===== src/rtl/stor_cmd_pkg.sv =====
package stor_cmd_pkg;

  localparam int WORD_W   = 32;
  localparam int LBA_W    = 48;
  localparam int CNT_W    = 16;
  localparam int LEN_W    = CNT_W + 1;
  localparam int FRM_WORDS = 3;
  localparam int IDX_W    = $clog2(FRM_WORDS);

  localparam logic [7:0] OP_READ  = 8'h20;
  localparam logic [7:0] OP_WRITE = 8'h30;

  typedef enum logic [1:0] {
    TYP_NONE  = 2'b00,
    TYP_READ  = 2'b01,
    TYP_WRITE = 2'b10,
    TYP_BAD   = 2'b11
  } cmd_type_e;

  typedef struct packed {
    cmd_type_e         kind;
    logic              fua;
    logic              cont;
    logic [LBA_W-1:0]  lba;
    logic [LEN_W-1:0]  len;
  } cmd_desc_t;

  // Sector count field to span: zero encodes the largest transfer.
  function automatic logic [LEN_W-1:0] span_of(input logic [CNT_W-1:0] cnt);
    if (cnt == '0) return {1'b1, {CNT_W{1'b0}}};
    return {1'b0, cnt};
  endfunction

  // First LBA past a range, wrapping at the top of the address space.
  function automatic logic [LBA_W-1:0] end_of(input logic [LBA_W-1:0] lba,
                                              input logic [LEN_W-1:0] len);
    return lba + LBA_W'(len);
  endfunction

  function automatic cmd_type_e kind_of(input logic [7:0] op);
    case (op)
      OP_READ:  return TYP_READ;
      OP_WRITE: return TYP_WRITE;
      default:  return TYP_BAD;
    endcase
  endfunction

endpackage


===== src/rtl/stor_cmd_frame_asm.sv =====
module stor_cmd_frame_asm
  import stor_cmd_pkg::*;
(
  input  logic                clk,
  input  logic                rst_n,
  input  logic                accept,
  input  logic [WORD_W-1:0]   data,
  output logic                frame_done,
  output logic [7:0]          op,
  output logic                fua,
  output logic [CNT_W-1:0]    cnt,
  output logic [LBA_W-1:0]    lba
);

  localparam logic [IDX_W-1:0] LAST_IDX = IDX_W'(FRM_WORDS - 1);

  logic [IDX_W-1:0]  idx_q;
  logic [7:0]        op_q;
  logic              fua_q;
  logic [CNT_W-1:0]  cnt_q;
  logic [31:0]       lba_lo_q;
  logic              rsvd_unused;

  assign rsvd_unused = ^{data[15:9]};

  always_ff @(posedge clk or negedge rst_n) begin
    if (!rst_n) begin
      idx_q    <= '0;
      op_q     <= '0;
      fua_q    <= 1'b0;
      cnt_q    <= '0;
      lba_lo_q <= '0;
    end else if (accept) begin
      idx_q <= (idx_q == LAST_IDX) ? '0 : idx_q + 1'b1;
      if (idx_q == '0) begin
        op_q  <= data[7:0];
        fua_q <= data[8];
        cnt_q <= data[31:16];
      end
      if (idx_q == IDX_W'(1)) lba_lo_q <= data[31:0];
    end
  end

  assign frame_done = accept && (idx_q == LAST_IDX);
  assign op         = op_q;
  assign fua        = fua_q;
  assign cnt        = cnt_q;
  assign lba        = {data[LBA_W-33:0], lba_lo_q};

endmodule


===== src/rtl/stor_cmd_classify.sv =====
module stor_cmd_classify
  import stor_cmd_pkg::*;
(
  input  logic               clk,
  input  logic               rst_n,
  input  logic               hit,
  input  logic [7:0]         op,
  input  logic               fua,
  input  logic [CNT_W-1:0]   cnt,
  input  logic [LBA_W-1:0]   lba,
  output cmd_desc_t          desc,
  output logic               track_upd
);

  logic [LBA_W-1:0] prev_end_q;
  logic             have_prev_q;
  cmd_type_e        kind;
  logic [LEN_W-1:0] len;
  logic             good;

  always_comb begin
    kind = kind_of(op);
    len  = span_of(cnt);
    good = (kind != TYP_BAD);
    desc.kind = kind;
    desc.fua  = fua;
    desc.lba  = lba;
    desc.len  = len;
    desc.cont = good && have_prev_q && (lba == prev_end_q);
  end

  assign track_upd = hit && good;

  always_ff @(posedge clk or negedge rst_n) begin
    if (!rst_n) begin
      prev_end_q  <= '0;
      have_prev_q <= 1'b0;
    end else if (track_upd) begin
      prev_end_q  <= end_of(lba, len);
      have_prev_q <= 1'b1;
    end
  end

endmodule


===== src/rtl/stor_cmd_fifo.sv =====
module stor_cmd_fifo
  import stor_cmd_pkg::*;
#(
  parameter int DEPTH = 32
)(
  input  logic                      clk,
  input  logic                      rst_n,
  input  logic                      push,
  input  cmd_desc_t                 din,
  input  logic                      pop,
  output cmd_desc_t                 dout,
  output logic                      empty,
  output logic                      full,
  output logic [$clog2(DEPTH):0]    count
);

  localparam int PTR_W = $clog2(DEPTH);
  localparam int CNT_W_F = PTR_W + 1;

  cmd_desc_t        mem [DEPTH];
  logic [PTR_W-1:0] wr_ptr_q, rd_ptr_q;
  logic [CNT_W_F-1:0] count_q;
  logic             do_push, do_pop;

  assign empty   = (count_q == '0);
  assign full    = (count_q == CNT_W_F'(DEPTH));
  assign do_push = push && !full;
  assign do_pop  = pop && !empty;
  assign dout    = mem[rd_ptr_q];
  assign count   = count_q;

  function automatic logic [PTR_W-1:0] bump(input logic [PTR_W-1:0] p);
    return (p == PTR_W'(DEPTH - 1)) ? '0 : p + 1'b1;
  endfunction

  always_ff @(posedge clk) begin
    if (do_push) mem[wr_ptr_q] <= din;
  end

  always_ff @(posedge clk or negedge rst_n) begin
    if (!rst_n) begin
      wr_ptr_q <= '0;
      rd_ptr_q <= '0;
      count_q  <= '0;
    end else begin
      if (do_push) wr_ptr_q <= bump(wr_ptr_q);
      if (do_pop)  rd_ptr_q <= bump(rd_ptr_q);
      case ({do_push, do_pop})
        2'b10:   count_q <= count_q + 1'b1;
        2'b01:   count_q <= count_q - 1'b1;
        default: count_q <= count_q;
      endcase
    end
  end

endmodule


===== src/rtl/stor_cmd_decq.sv =====
module stor_cmd_decq
  import stor_cmd_pkg::*;
#(
  parameter int Q_DEPTH = 32
)(
  input  logic                clk,
  input  logic                rst_n,
  input  logic                frm_valid,
  output logic                frm_ready,
  input  logic [31:0]         frm_data,
  output logic                q_valid,
  input  logic                q_pop,
  output logic [1:0]          q_type,
  output logic                q_fua,
  output logic                q_cont,
  output logic [47:0]         q_lba,
  output logic [16:0]         q_len
);

  localparam int QC_W = $clog2(Q_DEPTH) + 1;

  logic               accept_w;
  logic               push_w;
  logic [7:0]         op_w;
  logic               fua_w;
  logic [CNT_W-1:0]   cnt_w;
  logic [LBA_W-1:0]   lba_w;
  cmd_desc_t          new_desc_w;
  cmd_desc_t          head_w;
  logic               track_upd_w;
  logic               q_empty_w;
  logic               q_full_w;
  logic [QC_W-1:0]    q_count_w;

  assign frm_ready = !q_full_w;
  assign accept_w  = frm_valid && frm_ready;

  stor_cmd_frame_asm u_asm (
    .clk        (clk),
    .rst_n      (rst_n),
    .accept     (accept_w),
    .data       (frm_data),
    .frame_done (push_w),
    .op         (op_w),
    .fua        (fua_w),
    .cnt        (cnt_w),
    .lba        (lba_w)
  );

  stor_cmd_classify u_cls (
    .clk       (clk),
    .rst_n     (rst_n),
    .hit       (push_w),
    .op        (op_w),
    .fua       (fua_w),
    .cnt       (cnt_w),
    .lba       (lba_w),
    .desc      (new_desc_w),
    .track_upd (track_upd_w)
  );

  stor_cmd_fifo #(.DEPTH(Q_DEPTH)) u_q (
    .clk   (clk),
    .rst_n (rst_n),
    .push  (push_w),
    .din   (new_desc_w),
    .pop   (q_pop),
    .dout  (head_w),
    .empty (q_empty_w),
    .full  (q_full_w),
    .count (q_count_w)
  );

  assign q_valid = !q_empty_w;
  assign q_type  = head_w.kind;
  assign q_fua   = head_w.fua;
  assign q_cont  = head_w.cont;
  assign q_lba   = head_w.lba;
  assign q_len   = head_w.len;

endmodule


===== config.mk =====
export PLATFORM = sky130hd
export DESIGN_NAME = stor_cmd_decq
export DESIGN_NICKNAME = d
export VERILOG_FILES = /design/src/rtl/stor_cmd_pkg.sv /design/src/rtl/stor_cmd_frame_asm.sv /design/src/rtl/stor_cmd_classify.sv /design/src/rtl/stor_cmd_fifo.sv /design/src/rtl/stor_cmd_decq.sv
export SDC_FILE = /design/constraint.sdc
export NUM_CORES = 2
export LEC_CHECK = 0
export BUFFER_PORTS_ARGS = -buffer_cell sky130_fd_sc_hd__buf_2
export CORE_ASPECT_RATIO = 0.6
export CORE_MARGIN = 2
export CORE_UTILIZATION = 40
export CTS_CLUSTER_DIAMETER = 200
export CTS_CLUSTER_SIZE = 25
export DETAILED_ROUTE_END_ITERATION = 10
export GPL_TIMING_DRIVEN = 1
export HOLD_SLACK_MARGIN = 0.12
export MAX_ROUTING_LAYER = met4
export PLACE_DENSITY = 0.53
export SYNTH_ARGS = -nofsm -noshare
export SYNTH_HDL_FRONTEND = slang
export SYNTH_HIERARCHICAL = 1
export SYNTH_SLANG_ARGS = --single-unit

===== constraint.sdc =====
create_clock -name clk -period 6.11 [get_ports clk]
set_input_delay 0.9165 -clock clk [delete_from_list [all_inputs] [get_ports clk]]
set_output_delay 0.9165 -clock clk [all_outputs]
set_load 0.005 [all_outputs]

# == After elaboration in Yosys (flattened, before gate mapping) ==
# Memories as Yosys holds them, arrays and structs flattened.
# Index checks and enable logic that the tools add are counted.
# word_totals
reg_bits,124
ram_bits,2208
input_bits,36
out_inout_bits,71
elab_cells,53
mem_count,1
# op_classes
add_sub_neg,6
eq_ne,11
n_mux,10
n_reduce_logical,15
# mem_list
memory,words,word_bits,read_ports,rd_ports_with_merged_regs,wr,line,source
u_q.mem,32,69,1,0,1,stor_cmd_fifo.sv:20,cmd_desc_t mem [DEPTH];
# op_table
op,n
adder 48 x 17 -> 48 bit,1
equality test 48 bit,1
two-way mux 17 bit,2
equality test 8 x 6 -> 1 bit (second input constant),2
zero test 16 bit,1
case mux 6 bit (2 select lines),1
adder 5 x 1 -> 5 bit (second input constant),2
equality test 5 bit (second input constant),2
two-way mux 5 bit,2
logical AND 1 bit,7
adder 6 x 1 -> 6 bit (second input constant),1
equality test 6 bit (second input constant),1
zero test 6 bit,1
subtractor 6 x 1 -> 6 bit (second input constant),1
equality test 2 x 1 -> 1 bit (second input constant),2
equality test 2 bit (second input constant),2
case mux 2 bit (2 select lines),1
AND reduction 2 bit,2
two-way mux 1 bit,3
adder 2 x 1 -> 2 bit (second input constant),1
zero test 1 bit,2
zero test 2 bit,1
two-way mux 2 bit,1
inequality test 2 bit (second input constant),1
nonzero test 2 bit,1

# == Longest topological paths before layout ==
# depth
word_depth,7
ltp_mapped,15
ltp_nobuf,14

# == By module ==
# The synthesis kept the hierarchy.
# modules_own_cells
module,n_inst,cells_each,area_per_inst_um2,seq_area_each_um2
stor_cmd_fifo,1,3910,84857.6,66704.0
stor_cmd_classify,1,560,4583.1,1226.2
stor_cmd_frame_asm,1,144,2331.0,1476.4
stor_cmd_decq,1,3,13.8,0.0

# == Worst setup path after synthesis ==
# OpenSTA, ideal clock, no wires.
# synth_timing
path_type,in2reg
from,in frm_valid
to,mem u_q/mem[21][0] (netlist name) (enable)
setup_time_ns,0.497
t_arrival_ns,4.804
required_ns,5.613
setup_slack_ns,0.809
stages,7
n_path_buf,1
path_cell_list,nor2b_1 -> inv_1 -> nor3_1 -> o31a_1 -> buf_6 -> nand2_1 -> nor2_1
# synth_via
elab_chain_len,5
# synth_lines
item,line,source
"start, declared",stor_cmd_decq.sv:8,"input logic frm_valid,"
logical AND 1 bit,stor_cmd_decq.sv:36,assign accept_w = frm_valid && frm_ready;
logical AND 1 bit,stor_cmd_frame_asm.sv:44,assign frame_done = accept && (idx_q == LAST_IDX);
net push_w,stor_cmd_decq.sv:23,logic push_w;
logical AND 1 bit,stor_cmd_fifo.sv:27,assign do_push = push && !full;
two-way mux 1 bit,stor_cmd_fifo.sv:37,if (do_push) mem[wr_ptr_q] <= din;
two-way mux 1 bit (not written as such),stor_cmd_fifo.sv:37,
"end, declared",stor_cmd_fifo.sv:20,
# The timed path passes the listed nets, and every way through them passes these cells.

# == Final worst setup path ==
# layout_timing
from,reg u_q.rd_ptr_q[0]
to,out q_len[10]
# layout_via
elab_chain_len,1
# layout_lines
item,line,source
"start, declared",stor_cmd_fifo.sv:21,"logic [PTR_W-1:0] wr_ptr_q, rd_ptr_q;"
"start signal, assigned",stor_cmd_fifo.sv:47,if (do_pop) rd_ptr_q <= bump(rd_ptr_q);
memory read (32 x 69 bit),-,
"end, declared",stor_cmd_decq.sv:17,output logic [16:0] q_len
# Every way passes these cells.

==> reports/qor_table.md <==
| Quantity | This run | Unit |
|---|---|---|
| Status | complete, no violations | - |
| Slew at the pin closest to its max-slew limit | 1.26 | ns |
| H-tree level count | 3 | - |
| Grt ovf | 0 | - |
| Post-route DRC violation count | 0 | - |
| Critical Setup Path Class | flip-flop to output pin | - |
| Average wire per cell in the routed design | 33.3 | microns |
| First-pass iteration count of the detailed router | 5 | - |
| Uppermost signal routing layer after detailed routing | met4 | - |
| Count of state elements after synthesis | 2332 | - |
| Number of buffers on the longest clock path | 3 | - |
| Number of enable-type register cells in the synthesized netlist | 2208 | - |
| Core Area | 229000 | sq um |
| Number of failing setup endpoints in the final timing report | 0 | - |
| Max Transition Viols Final | 0 | - |
| Maximum number of pins on one net before global-route repair | 121 | - |
| Switch share | 34.8 | % |
| Power share of the sequential group | 47.6 | % |
| Worst reg2reg startpoint | u_q/count[0] | - |
| Fin nets | 4750 | - |
| Horiz. Die Dim | 622 | microns |
| Initial core utilization | 40.2 | % |
| Clock network fraction of total power | 18.3 | % |
| Port Buffers | 106 | - |
| Post-DP HPWL | 155 | mm |
| Levels on crit path | 6 | - |
| End of the worst register-to-register path | u_q/mem[30][44] | - |
| Met2 WL | 108 | mm |
| Number of distinct library cells after synthesis | 90 | - |
| Cell Area, Synth | 91800 | sq um |
| Slowest cell delay on critical path | 0.78 | ns |
| Max-capacitance violation count | 0 | - |
| Library cell with the largest summed area after synthesis | sky130_fd_sc_hd__edfxtp_1 | - |
| Layout Area Growth over Synthesis | 7.91 | % |
| Crit path arrival time | 4.21 | ns |
| Wire length the detailed router placed on met1 | 128 | mm |
| Routed wire length | 258 | mm |
| Shortest period the worst path allows | 5.13 | ns |
| Most frequent cell on the critical path | sky130_fd_sc_hd__buf_4 | - |
| Initial antenna violation count | 21 | - |
| Via Count | 46200 | - |
| Post-DP Area | 96300 | sq um |
| Clock transition at the registers of the reported paths | 0.11 | ns |
| Worst setup startpoint | u_q/rd_ptr_q[0] | - |
| Iter 0 DRT Violations | 6112 | - |
| Sum of met3 wire segment lengths after detailed routing | 18.6 | mm |
| Worst Path Required | 5.19 | ns |
| Area of all placed cells without fillers | 99000 | sq um |
| Average via count per standard cell | 5.97 | - |
| Die Span Y | 375 | microns |
| Commonest non-fill, non-tap cell in the layout | sky130_fd_sc_hd__edfxtp_1 | - |
| First-pass GRT wire length | 359 | mm |
| Clock sink total | 2332 | - |
| Commonest cells after routing, fill and taps aside | sky130_fd_sc_hd__edfxtp_1, sky130_fd_sc_hd__mux4_2, sky130_fd_sc_hd__mux2i_1, sky130_fd_sc_hd__a22oi_1, sky130_fd_sc_hd__buf_4 | - |
| Peak fanout along the critical path | 43 | - |
| Cell family with the largest share of critical-path delay | buffers and inverters | - |
| Power spent charging and discharging nets | 15.0 | mW |
| Total Routing Usage GR | 22.5 | % |
| Top cell type's share of synthesized area | 72.2 | % |
| Final clock skew | 0.0432 | ns |
| Main synth FF type | sky130_fd_sc_hd__edfxtp_1 | - |
| Flip-flop and latch area | 69400 | sq um |
| Buffering stage count on the worst path with inverters included | 3 | - |
| CTS tree | built | - |
| Biggest area contributors in the synthesized netlist | sky130_fd_sc_hd__edfxtp_1, sky130_fd_sc_hd__mux4_2, sky130_fd_sc_hd__mux2i_1 | - |
| Worst slew slack as a fraction of its limit | 16.0 | % |
| Floorplan row count | 136 | - |
| Number of buffers inserted by post-CTS setup repair | 0 | - |
| Share of the yosys chip area belonging to registers | 75.6 | % |
| Worst-path cell chain | buf_4 -> buf_4 -> mux4_2 -> o22ai_1 -> a211oi_1 -> buf_2 | - |
| Number of failing hold endpoints at the final stage | 0 | - |
| Syn avg cell area | 19.9 | sq um |
| Via count of the first global-routing pass | 44200 | - |
| Number of hold-repair buffers added at the cts stage | 0 | - |
| Number of warnings reported in the yosys synthesis log | 6 | - |
| RSZ-0062 raised after global routing | no | - |
| Routability-driven placement congestion ratio | 0.817 | - |
| Total power density per cell area | 435 | nW/um^2 |
| Layout fillers | 19600 | - |
| Net count of the mapped netlist | 4686 | - |
| Synth Instances | 4617 | - |
| FFs w/ async S/R, synth | 5.32 | % |
| Reg-to-reg slack, setup | 1.61 | ns |
| Layout cell share with drive strength beyond 1 | 20.7 | % |
| Setup crit end | q_len[10] | - |
| Summed negative setup slack over all endpoints | 0 | ns |
| Class of the most critical hold timing path | input pin to asynchronous set/reset pin | - |
| Logic gate share of total power | 34.1 | % |
| Maximum achievable frequency | 195 | MHz |
| Leakage | 31.0 | nW |
| Count of instances resized after the clock tree is built | 0 | - |
| Root buf cell | sky130_fd_sc_hd__clkbuf_16 | - |
| Multi-input combinational cell area | 20700 | sq um |
| Antenna violation net count after detailed routing | 0 | - |
| Ratio of final minimum period to clock period | 83.9 | % |
| Internal Dissipation | 28.1 | mW |
| Slowest stage cell, crit path | sky130_fd_sc_hd__buf_4 | - |
| CTS buffer count | 103 | - |
| Die Footprint | 233000 | sq um |
| IR Drop Worst-Case VDD | 0.356 | mV |
| R2R cell count | 9 | - |
| Kind of end point of the critical path | output pin | - |
| Worst setup SP type | flip-flop | - |
| Num ports | 107 | - |
| Source-to-sink clock delay at the later pin of the worst-skew pair | 0.76 | ns |
## cells in the mapped netlist, types with 6 or more instances
cell,count
sky130_fd_sc_hd__nand2_1,137
sky130_fd_sc_hd__clkbuf_1,85
sky130_fd_sc_hd__nor2b_1,8
sky130_fd_sc_hd__and4_1,8
sky130_fd_sc_hd__nand4_1,21
sky130_fd_sc_hd__a21o_1,8
sky130_fd_sc_hd__buf_2,110
sky130_fd_sc_hd__a22oi_1,187
sky130_fd_sc_hd__and3_1,11
sky130_fd_sc_hd__nor4_1,14
sky130_fd_sc_hd__edfxtp_1,2208
sky130_fd_sc_hd__xor2_1,28
sky130_fd_sc_hd__mux4_2,365
sky130_fd_sc_hd__mux2i_1,316
sky130_fd_sc_hd__nand3b_1,6
sky130_fd_sc_hd__o22ai_1,59
sky130_fd_sc_hd__o22a_1,39
sky130_fd_sc_hd__a221o_1,31
sky130_fd_sc_hd__a31oi_1,6
sky130_fd_sc_hd__o21ai_0,47
sky130_fd_sc_hd__nand2b_1,44
sky130_fd_sc_hd__o21ai_1,19
sky130_fd_sc_hd__ha_1,31
sky130_fd_sc_hd__a21oi_1,51
sky130_fd_sc_hd__xnor2_1,61
sky130_fd_sc_hd__o21bai_1,6
sky130_fd_sc_hd__nand3_1,14
sky130_fd_sc_hd__buf_4,106
sky130_fd_sc_hd__nor3_1,49
sky130_fd_sc_hd__mux2_2,118
sky130_fd_sc_hd__buf_1,7
sky130_fd_sc_hd__o2111ai_1,46
sky130_fd_sc_hd__inv_1,26
sky130_fd_sc_hd__nor2_1,90
sky130_fd_sc_hd__dfrtp_1,124
sky130_fd_sc_hd__a211oi_1,37
sky130_fd_sc_hd__buf_6,17
## flip-flops by register name, indices dropped and copies added (netlist names)
signal and flops:
u_q/wr_ptr_q 5, u_asm/fua 1, u_cls/have_prev_q 1, u_q/count 6, u_asm/cnt 16, u_q/mem 2208, u_asm/lba_lo_q 32, u_cls/prev_end_q 48
u_asm/idx_q 2, u_asm/op 8, u_q/rd_ptr_q 5
## stage by stage
stage          hold WS, ns  util [%]  cells  setup WS [ns]  power (mW)
2_1_floorplan        0.435         -   4617          0.809        29.6
3_5_place_dp         0.468      42.1   7612           1.31        35.8
3_3_place_gp         0.461      42.1   7612           1.37        35.7
5_1_grt              0.177      43.3   7736          0.705        44.9
4_1_cts              0.141      43.3   7736          0.851        43.6
6_report             0.173      43.3   7738          0.981        43.1
## power by group through the flow
stage / logic, mW / clock network [mW] / registers (mW)
2_1_floorplan: 9.40 / 0 / 20.2
3_3_place_gp: 14.9 / 0 / 20.9
3_5_place_dp: 14.9 / 0 / 20.9
4_1_cts: 15.0 / 8.11 / 20.5
5_1_grt: 15.7 / 8.63 / 20.6
6_report: 14.7 / 7.90 / 20.5
## metal layers
layer	vias up	track usage, %
li1	18800	-
met1	25400	36.4
met2	1793	30.8
met3	182	3.07
met4	0	2.78
met5	-	-
## worst min path at each step
stage                                 start  slack, ns                end
after floorplan           u_cls/have_prev_q       0.43  u_cls/have_prev_q
after global placement    u_cls/have_prev_q       0.46  u_cls/have_prev_q
after detailed placement  u_cls/have_prev_q       0.47  u_cls/have_prev_q
after CTS                             rst_n       0.14        u_asm/op[6]
after global routing                  rst_n       0.18        u_asm/op[6]
final                                 rst_n       0.17        u_asm/op[6]
## layout make-up
| class | instances | share of cell area [%] |
|---|---|---|
| clock buffers | 120 | 2.69 |
| repair buffers | 286 | 2.29 |
| clock inverters | 4 | 0.0682 |
| multi-input cells | 1930 | 20.9 |
| inverters | 28 | 0.119 |
| flip-flops and latches | 2332 | 70.1 |
| well taps | 3036 | 3.84 |
| diodes | 2 | 0.00505 |
## kinds of logic (layout without fill, tap and decap cells)
kind of cell             after synthesis  after routing  synth area share [%]
adder cells (fa/ha/maj)               33             33                 0.466
flip-flops                          2332           2332                  75.6
buffers and inverters                355            438                  2.20
other                                  0              2                     0
XOR/XNOR                              89             89                 0.849
multiplexers                         800            800                  13.9
AND/OR/NAND/NOR                      444            444                  2.49
AO/OA/AOI/OAI                        564            564                  4.51
Power figures use the tool's default switching activity.
